$ cat src/rtl/biphase_octo_rx.sv
module biphase_octo_rx #(
  parameter int OSR     = 4,
  parameter int CS_BITS = 192
) (
  input  logic               clk,
  input  logic               rst_n,
  input  logic               bmc_in,
  output logic [191:0]       audio_out,
  output logic               pair_ready,
  output logic               parity_err,
  output logic               locked,
  output logic [CS_BITS-1:0] cs_word,
  output logic               cs_valid
);
  localparam int PW   = $clog2(OSR);
  localparam int HALF = OSR / 2;
  localparam int DH   = 56;
  localparam int FW   = $clog2(CS_BITS);
  localparam logic [1:0] PT_Z = 2'd0, PT_X = 2'd1, PT_Y = 2'd2;

  typedef enum logic [1:0] {HUNT, DATA, GAP} st_t;

  st_t          st;
  logic [2:0]   sy;
  logic [PW-1:0] ph;
  logic [8:0]   win;
  logic [26:0]  sr;
  logic [5:0]   hc;
  logic [2:0]   gc;
  logic [1:0]   gcnt, ptype;
  logic         prev_ok, armed;
  logic [1:0]   prev_idx;
  logic [21:0]  prev_aud;
  logic [FW-1:0] fcnt;
  logic [CS_BITS-1:0] cs_sh;
  logic [7:0][23:0] ch;

  wire flip = sy[1] ^ sy[2];
  wire tick = (ph == PW'(HALF)) && !flip;
  wire [8:0] nw = {win[7:0], sy[2]};
  wire [7:0] pp = nw[7] ? nw[7:0] : ~nw[7:0];
  wire is_z = pp == 8'hE8;
  wire is_x = pp == 8'hE2;
  wire is_y = pp == 8'hE4;
  wire pre_ok = (nw[8] ^ nw[7]) && (is_z || is_x || is_y);
  wire [1:0] pt = is_z ? PT_Z : (is_x ? PT_X : PT_Y);
  wire sbit = sy[2] ^ win[0];
  wire [27:0] w = {sbit, sr};
  wire good = ~^w;
  wire [1:0] idx = w[1:0];
  wire [21:0] aud = w[23:2];
  wire cbit = w[26];
  wire dec = tick && (st == DATA) && (hc == 6'(DH - 1));
  wire [CS_BITS-1:0] cs_next = {cbit, cs_sh[CS_BITS-1:1]};

  assign audio_out = ch;

  always_ff @(posedge clk or negedge rst_n) begin
    if (!rst_n) begin
      st <= HUNT; sy <= '0; ph <= '0; win <= '0; sr <= '0; hc <= '0; gc <= '0;
      gcnt <= '0; ptype <= PT_Y; prev_ok <= 1'b0; armed <= 1'b0; prev_idx <= '0;
      prev_aud <= '0; fcnt <= '0; cs_sh <= '0; ch <= '0; pair_ready <= 1'b0;
      parity_err <= 1'b0; locked <= 1'b0; cs_word <= '0; cs_valid <= 1'b0;
    end else begin
      sy <= {sy[1:0], bmc_in};
      ph <= (flip || ph == PW'(OSR - 1)) ? '0 : ph + PW'(1);
      pair_ready <= 1'b0;
      cs_valid <= 1'b0;
      if (tick) begin
        win <= nw;
        if (hc[0]) sr <= {sbit, sr[26:1]};
        case (st)
          HUNT: if (pre_ok) begin
            st <= DATA; hc <= '0; ptype <= pt;
          end
          DATA: begin
            hc <= hc + 6'd1;
            if (hc == 6'(DH - 1)) begin
              st <= GAP; gc <= '0;
              if (good) begin
                if (prev_ok && prev_idx == idx) begin
                  ch[{idx, 1'b0}] <= {prev_aud, 2'b00};
                  ch[{idx, 1'b1}] <= {aud, 2'b00};
                  if (idx == 2'd3) pair_ready <= 1'b1;
                end
                prev_ok <= 1'b1; prev_idx <= idx; prev_aud <= aud;
                if (gcnt == 2'd3) locked <= 1'b1;
                else gcnt <= gcnt + 2'd1;
              end else begin
                prev_ok <= 1'b0; gcnt <= '0; parity_err <= 1'b1;
              end
              if (ptype == PT_Z) begin
                cs_sh <= cs_next; fcnt <= FW'(1); armed <= 1'b1;
              end else if (ptype == PT_X && armed) begin
                cs_sh <= cs_next;
                if (fcnt == FW'(CS_BITS - 1)) begin
                  cs_word <= cs_next; cs_valid <= 1'b1; armed <= 1'b0;
                end else fcnt <= fcnt + FW'(1);
              end
            end
          end
          default: begin
            gc <= gc + 3'd1;
            if (gc == 3'd7) begin
              if (pre_ok) begin
                st <= DATA; hc <= '0; ptype <= pt;
              end else begin
                st <= HUNT; locked <= 1'b0; prev_ok <= 1'b0; gcnt <= '0; armed <= 1'b0;
              end
            end
          end
        endcase
      end
    end
  end

  p_ready_one_clk_r5: assert property (@(posedge clk) disable iff (!rst_n)
    pair_ready |=> !pair_ready);
  p_perr_sticky_r6: assert property (@(posedge clk) disable iff (!rst_n)
    parity_err |=> parity_err);
  p_ch_hold_r6: assert property (@(posedge clk) disable iff (!rst_n)
    !$stable(audio_out) |-> $past(dec && good));
  p_lock_rise_r7: assert property (@(posedge clk) disable iff (!rst_n)
    $rose(locked) |-> ($past(st) == DATA && $past(tick)));
  p_lock_fall_r8: assert property (@(posedge clk) disable iff (!rst_n)
    $fell(locked) |-> $past(st) == GAP);
  p_cs_one_clk_r9: assert property (@(posedge clk) disable iff (!rst_n)
    cs_valid |=> !cs_valid);
endmodule

$ cat config.mk
export PLATFORM = sky130hd
export DESIGN_NAME = biphase_octo_rx
export DESIGN_NICKNAME = d
export VERILOG_FILES = /design/src/rtl/biphase_octo_rx.sv
export SDC_FILE = /design/constraint.sdc
export NUM_CORES = 1
export LEC_CHECK = 0
export ABC_CLOCK_PERIOD_IN_PS = 3600
export BUFFER_PORTS_ARGS = -buffer_cell sky130_fd_sc_hd__buf_4
export CAP_MARGIN = 10
export CORE_MARGIN = 1.5
export CORE_UTILIZATION = 50
export CTS_CLUSTER_DIAMETER = 30
export CTS_CLUSTER_SIZE = 10
export DETAILED_ROUTE_END_ITERATION = 6
export PLACE_DENSITY = 0.81
export RECOVER_POWER = 50
export SLEW_MARGIN = 20
export SYNTH_ARGS = -nofsm -noshare
export SYNTH_HDL_FRONTEND = slang
export SYNTH_SLANG_ARGS = --single-unit
$ cat constraint.sdc
create_clock -name clk -period 3.6 [get_ports clk]
set_input_delay 0.54 -clock clk [delete_from_list [all_inputs] [get_ports clk]]
set_output_delay 0.54 -clock clk [all_outputs]
set_load 0.01 [all_outputs]
# Word level (Yosys, flattened, before mapping)

Index checks and enable logic that the tools add are counted.

Add/subtract/negate cells: 5
$lt $le $gt $ge: 4
Eq/ne operators: 22
Mux-type cells: 60
Bitwise operators: 8
Reduce and logical (&&, ||, !) cells: 32

Operators with widths:

| operator                                                                             | number |
|---|---|
| 192-bit bitwise mux                                                                  | 2 |
| 192-bit two-way mux                                                                  | 2 |
| 24-bit demux with 2-bit select                                                       | 2 |
| 24-bit two-way mux                                                                   | 2 |
| 8-bit equality test (second input constant)                                          | 4 |
| 8-bit two-way mux                                                                    | 4 |
| 28-bit XNOR reduction                                                                | 1 |
| 2-bit two-way mux                                                                    | 13 |
| 1-bit two-way mux                                                                    | 24 |
| 4-bit AND reduction                                                                  | 4 |
| 5-bit AND reduction                                                                  | 3 |
| 7-bit AND reduction                                                                  | 2 |
| 6-bit two-way mux                                                                    | 2 |
| 2-bit one-hot mux with 2 select lines                                                | 3 |
| 6-bit one-hot mux with 2 select lines                                                | 1 |
| 6-bit AND reduction                                                                  | 2 |
| 8-bit by 1-bit adder with 8-bit output (second input constant)                       | 1 |
| 2-bit equality test (second input constant)                                          | 4 |
| 3-bit by 4-bit less-than comparator with 1-bit output (second input constant)        | 2 |
| 8-bit inverter                                                                       | 1 |
| 6-bit by 1-bit adder with 6-bit output (second input constant)                       | 1 |
| 6-bit equality test (second input constant)                                          | 1 |
| 3-bit by 1-bit greater-or-equal comparator with 1-bit output (second input constant) | 2 |
| 1-bit logical AND                                                                    | 6 |
| 21 further kinds                                                                     | 42 |

Register bits: 669

# Longest topological paths before layout

Depth in word-level cells: 9
Gate-level depth with buffers: 10

# Least setup slack after synthesis

No wires, ideal clock.

Kind: register to register
Start: register sr[0]
End: register prev_aud[15]
Setup time: 0.125 ns
Data arrival time: 2.530 ns
Data required time: 3.475 ns
Setup slack: 0.945 ns
Cell stages (with the launch flop): 11
Path buffers: 2
Clock period less this slack: 2.655 ns
Cell sequence: dfrtp_1 -> inv_1 -> ha_1 -> xnor2_1 -> xnor2_1 -> xnor2_1 -> xnor3_2 -> nor2b_4 -> buf_6 -> buf_6 -> mux2_4

Cells in the longest elaborated chain, start to end: 2

RTL lines:

| element                       | RTL line | RTL |
|---|---|---|
| from (decl)                   | 27       | `logic [26:0] sr;` |
| from (signal assigned)        | 71       | `if (hc[0]) sr <= {sbit, sr[26:1]};` |
| 28-bit XNOR reduction         | 49       | `wire good = ~^w;` |
| 4-bit AND reduction (no line) | n/a      |  |
| to (signal assigned)          | 62       | `prev_aud <= '0; fcnt <= '0; cs_sh <= '0; ch <= '0; pair_ready <= 1'b0;` |
| to (signal assigned)          | 86       | `prev_ok <= 1'b1; prev_idx <= idx; prev_aud <= aud;` |
| to (decl)                     | 33       | `logic [21:0] prev_aud;` |

No other way between the ends.
A chain may end at the register's enable or synchronous reset.

# Final worst setup path

Start: register sr[0]
End: register ch (netlist bit audio_out[68])

Cells in the longest elaborated chain, start to end: 6
Elaborated cells on any way between the ends: 11
Those cells by class: order compare: 2; eq/ne: 1; mux: 4; reduce/logical: 4

RTL lines:

| element                                                                                                                                                     | RTL line | RTL |
|---|---|---|
| 3-bit by 4-bit less-than comparator with 1-bit output (not written as such) or 3-bit by 1-bit greater-or-equal comparator with 1-bit output (tied branches) | 82       | `ch[{idx, 1'b0}] <= {prev_aud, 2'b00};` |
| 1-bit logical AND (not written as such)                                                                                                                     | 82       |  |
| 24-bit two-way mux (not written as such)                                                                                                                    | 82       |  |
| 24-bit demux with 2-bit select                                                                                                                              | 82       |  |
| 192-bit bitwise mux                                                                                                                                         | 82       |  |
| 192-bit bitwise mux                                                                                                                                         | 83       | `ch[{idx, 1'b1}] <= {aud, 2'b00};` |
| to (signal, indexed assignment)                                                                                                                             | 82       |  |
| to (signal, indexed assignment)                                                                                                                             | 83       |  |
| to (decl)                                                                                                                                                   | 36       | `logic [7:0][23:0] ch;` |

Parallel ways exist; a longest one is shown, timed or not.

==> out/summary.txt <==
DR vias/cell - 5.18
routed length per instance - 19.7 um
Final Hold Fails - 0
total number of yosys warnings - 0
Placer Congestion - 0.801
mux share of post-synthesis cell area - 27.4%
CP Launch Type - register
FF-to-FF Start - sr[0]$_DFFE_PN0P_
CTS tree - yes
post-cts sizing count - 0
Die H - 229 um
total internal power - 15.0 mW
sequential-to-total area share from yosys stat - 64.1%
I/O pins - 391
ANT cells - 0
post-synthesis area per instance - 16.4 sq um
most common cell after layout, fill and taps aside - dfrtp_1
Starting Density - 50.7%
outcome - finished, violations left
# DRC - 0
most frequent cells in the layout - dfrtp_1 (651), mux2_2 (577), clkbuf_1 (242), buf_4 (156), clkbuf_16 (118)
area of the multi-input gates - 8460 sq um
Vias - 14400
Worst-Margin Slew - 1.49 ns
Cells after Synth - 1555
FF/Latch Area - 16300 sq um
largest net degree at the start of global routing - 139
core box area - 50200 sq um
Leakage - 16.6 nW
die area - 52300 sq um
worst reg2reg setup slack - 0.50 ns
worst setup path start - sr[0]$_DFFE_PN0P_
first-pass GRT wire length - 88.2 mm
crit path DAT - 3.62 ns
Post-Synth Simple-Gate Area - 2.37%
hpwl dp - 35.2 mm
crit path max fanout - 19
GRT overflow - 0
crit path capture type - register
fill cell count - 3647
Post-synth EDFFs - 0
fin. max-slew vios - 0
combinational power share - 1.4%
All-Layer GR Usage - 21.2%
Final Cycle Share - 86.2%
fin nets - 2026
Root Buffer - clkbuf_16
Yosys cell types - 60
number of routed nets with antenna violations - 0
area of the mapped netlist - 25500 sq um
clock slew at reported path FFs - 0.05 ns
vias in the first global route - 15800
insertion delay to the later sink of the worst-skew pair - 0.65 ns
violated checks - max-capacitance violations
buffers added on ports - 374
RSZ-0062 raised after global routing - no
Synth Area in Compound Gates - 1.06%
adder-cell area share of the yosys netlist - 0.541%
DIE WIDTH - 229 um
P_sw - 4.00 mW
Max Clock Skew - 0.0267 ns
Setup Slack @ Placement - 0.523 ns
Setup crit end - audio_out[68]$_DFFE_PN0P_
max cap viols - 1
largest family of logic cells by synthesized area - multiplexers
#FFs+latches synth - 652
Clock Power Share - 59.6%
HP Class - reg -> reg
top_reg_cell synth - dfrtp_1
std cell rows - 82
CTS Sinks - 652
Reg power frac - 38.9%
Num CTS Buffers - 118
WL final - 54.8 mm
initial antenna violation count - 0
Final setup viols - 0
worst r2r dst - audio_out[68]$_DFFE_PN0P_
Synth Area in XOR/XNOR - 1.55%
share of cells above drive strength 1 - 47.6%
Peak Freq - 322 MHz
DRT iter0 DRCs - 542
Layout area overhead - 26.7%
R2R depth - 9
CTS HTree Levels - 3
Cell Pwr Density - 590 nW/um^2
Critical Path RT - 4.12 ns
Setup WS post-layout - 0.498 ns
Max Buffers Root-to-Sink - 3
Rel. slew slack - 0.549%
Post-Route Setup TNS - 0 ns
ys async rst share - 100%
Sw Ratio - 21.0%
Max IR drop VDD - 0.445 mV
drt pass-1 iters - 4
critical path class - reg -> reg
Final min period - 3.10 ns
how the worst min path moves through the flow:
| stage | cells after the start | end | startpoint |
|---|---|---|---|
| floorplan | 0 | armed$_DFFE_PN0P_ | rst_n |
| global placement | 0 | sy[1]$_DFF_PN0_ | sy[0]$_DFF_PN0_ |
| detailed placement | 0 | sy[1]$_DFF_PN0_ | sy[0]$_DFF_PN0_ |
| CTS | 0 | sy[1]$_DFF_PN0_ | sy[0]$_DFF_PN0_ |
| global route | 0 | sy[1]$_DFF_PN0_ | sy[0]$_DFF_PN0_ |
| finish | 0 | sy[1]$_DFF_PN0_ | sy[0]$_DFF_PN0_ |
flip-flops by register name, summed over array words and instances (netlist names):
| signal | count |
|---|---|
| st | 2 |
| locked | 1 |
| cs_sh | 191 |
| gc | 3 |
| pair_ready | 1 |
| armed | 1 |
| audio_out | 176 |
| ptype | 2 |
| sr | 27 |
| win | 8 |
| cs_valid | 1 |
| prev_ok | 1 |
| cs_word | 192 |
| hc | 6 |
| gcnt | 2 |
| prev_idx | 2 |
| sy | 3 |
| ph | 2 |
| prev_aud | 22 |
| parity_err | 1 |
| fcnt | 8 |
final cells by class:
type	count	area share [%]
Tap cell	672	2.61
Sequential cell	652	50.6
Clock buffer	145	10.0
Clock inverter	75	3.02
Multi-Input combinational cell	820	26.2
Timing Repair Buffer	412	7.47
Inverter	8	0.0931
routing by layer:
| metal | up-vias | wire (um) | global-route usage, % | part of all wire [%] |
|---|---|---|---|---|
| li1 | 6453 | - | - | - |
| met1 | 7533 | 22700 | 26.3 | 41 |
| met2 | 330 | 28200 | 36.2 | 51 |
| met3 | 114 | 2270 | 4.73 | 4.1 |
| met4 | 0 | 1700 | 8.03 | 3.1 |
| met5 | - | 0 | 0 | 0 |
logic make-up (layout without fill, tap and decap cells):
group / after synthesis / after routing
adders and majority gates: 11 / 11
and+or+nand+nor: 102 / 102
DFF: 652 / 652
buffers and inverters: 98 / 640
AOI/OAI and AO/OA: 38 / 38
other: 1 / 16
xor gates and xnor gates: 41 / 41
muxes: 612 / 612
worst max-delay path, stage by stage, from the launching register on:
cell     delay, ns
dfrtp_1       0.46
inv_1         0.10
ha_1          0.31
xnor2_1       0.19
xnor2_1       0.16
xnor2_1       0.10
xnor3_2       0.61
nand4_4       0.40
buf_12        0.31
mux2_4        0.30
through the flow:
| stage | utilization (%) | cell area [sq um] | power [mW] | instances | hold slack [ns] |
|---|---|---|---|---|---|
| after floorplan | - | 25500 | 7.64 | 1570 | 0.244 |
| after global placement | 57.7 | 28900 | 7.80 | 2562 | 0.341 |
| after detailed placement | 57.7 | 28900 | 7.82 | 2562 | 0.344 |
| after CTS | 66.1 | 33200 | 19.3 | 2784 | 0.353 |
| after global routing | 64.3 | 32300 | 19.7 | 2784 | 0.360 |
| final | 64.3 | 32300 | 19.0 | 2784 | 0.349 |
synth_stat cells (all sizes together) (3+ instances only):
cell type	count	share of area (%)
a21oi	9	0.18
a22o	3	0.10
a32o	3	0.12
buf	78	2.6
clkbuf	12	0.18
dfrtp	651	64
ha	11	0.54
inv	8	0.12
mux2	611	27
nand2	38	0.56
nand2b	4	0.098
nand3	4	0.098
nand4	10	0.48
nor2	17	0.25
nor2b	5	0.15
nor3	8	0.20
o21ai	9	0.18
xnor2	28	0.99
xor2	11	0.38
power by group through the flow:
stage / sequential [mW] / clock [mW] / combinational (mW)
after CTS: 7.41 / 11.6 / 0.296
after floorplan: 7.52 / 0 / 0.123
after global placement: 7.52 / 0 / 0.280
after global routing: 7.41 / 11.9 / 0.322
final: 7.41 / 11.4 / 0.275
after detailed placement: 7.53 / 0 / 0.292
repair_timing:
action | in CTS | in global routing
hold buffers | 2 | 0
endpoints found under the hold margin | 51 | 0
setup endpoints to repair | 0 | 0
setup buffers | 0 | 0
(Power assumes the default switching activity.)
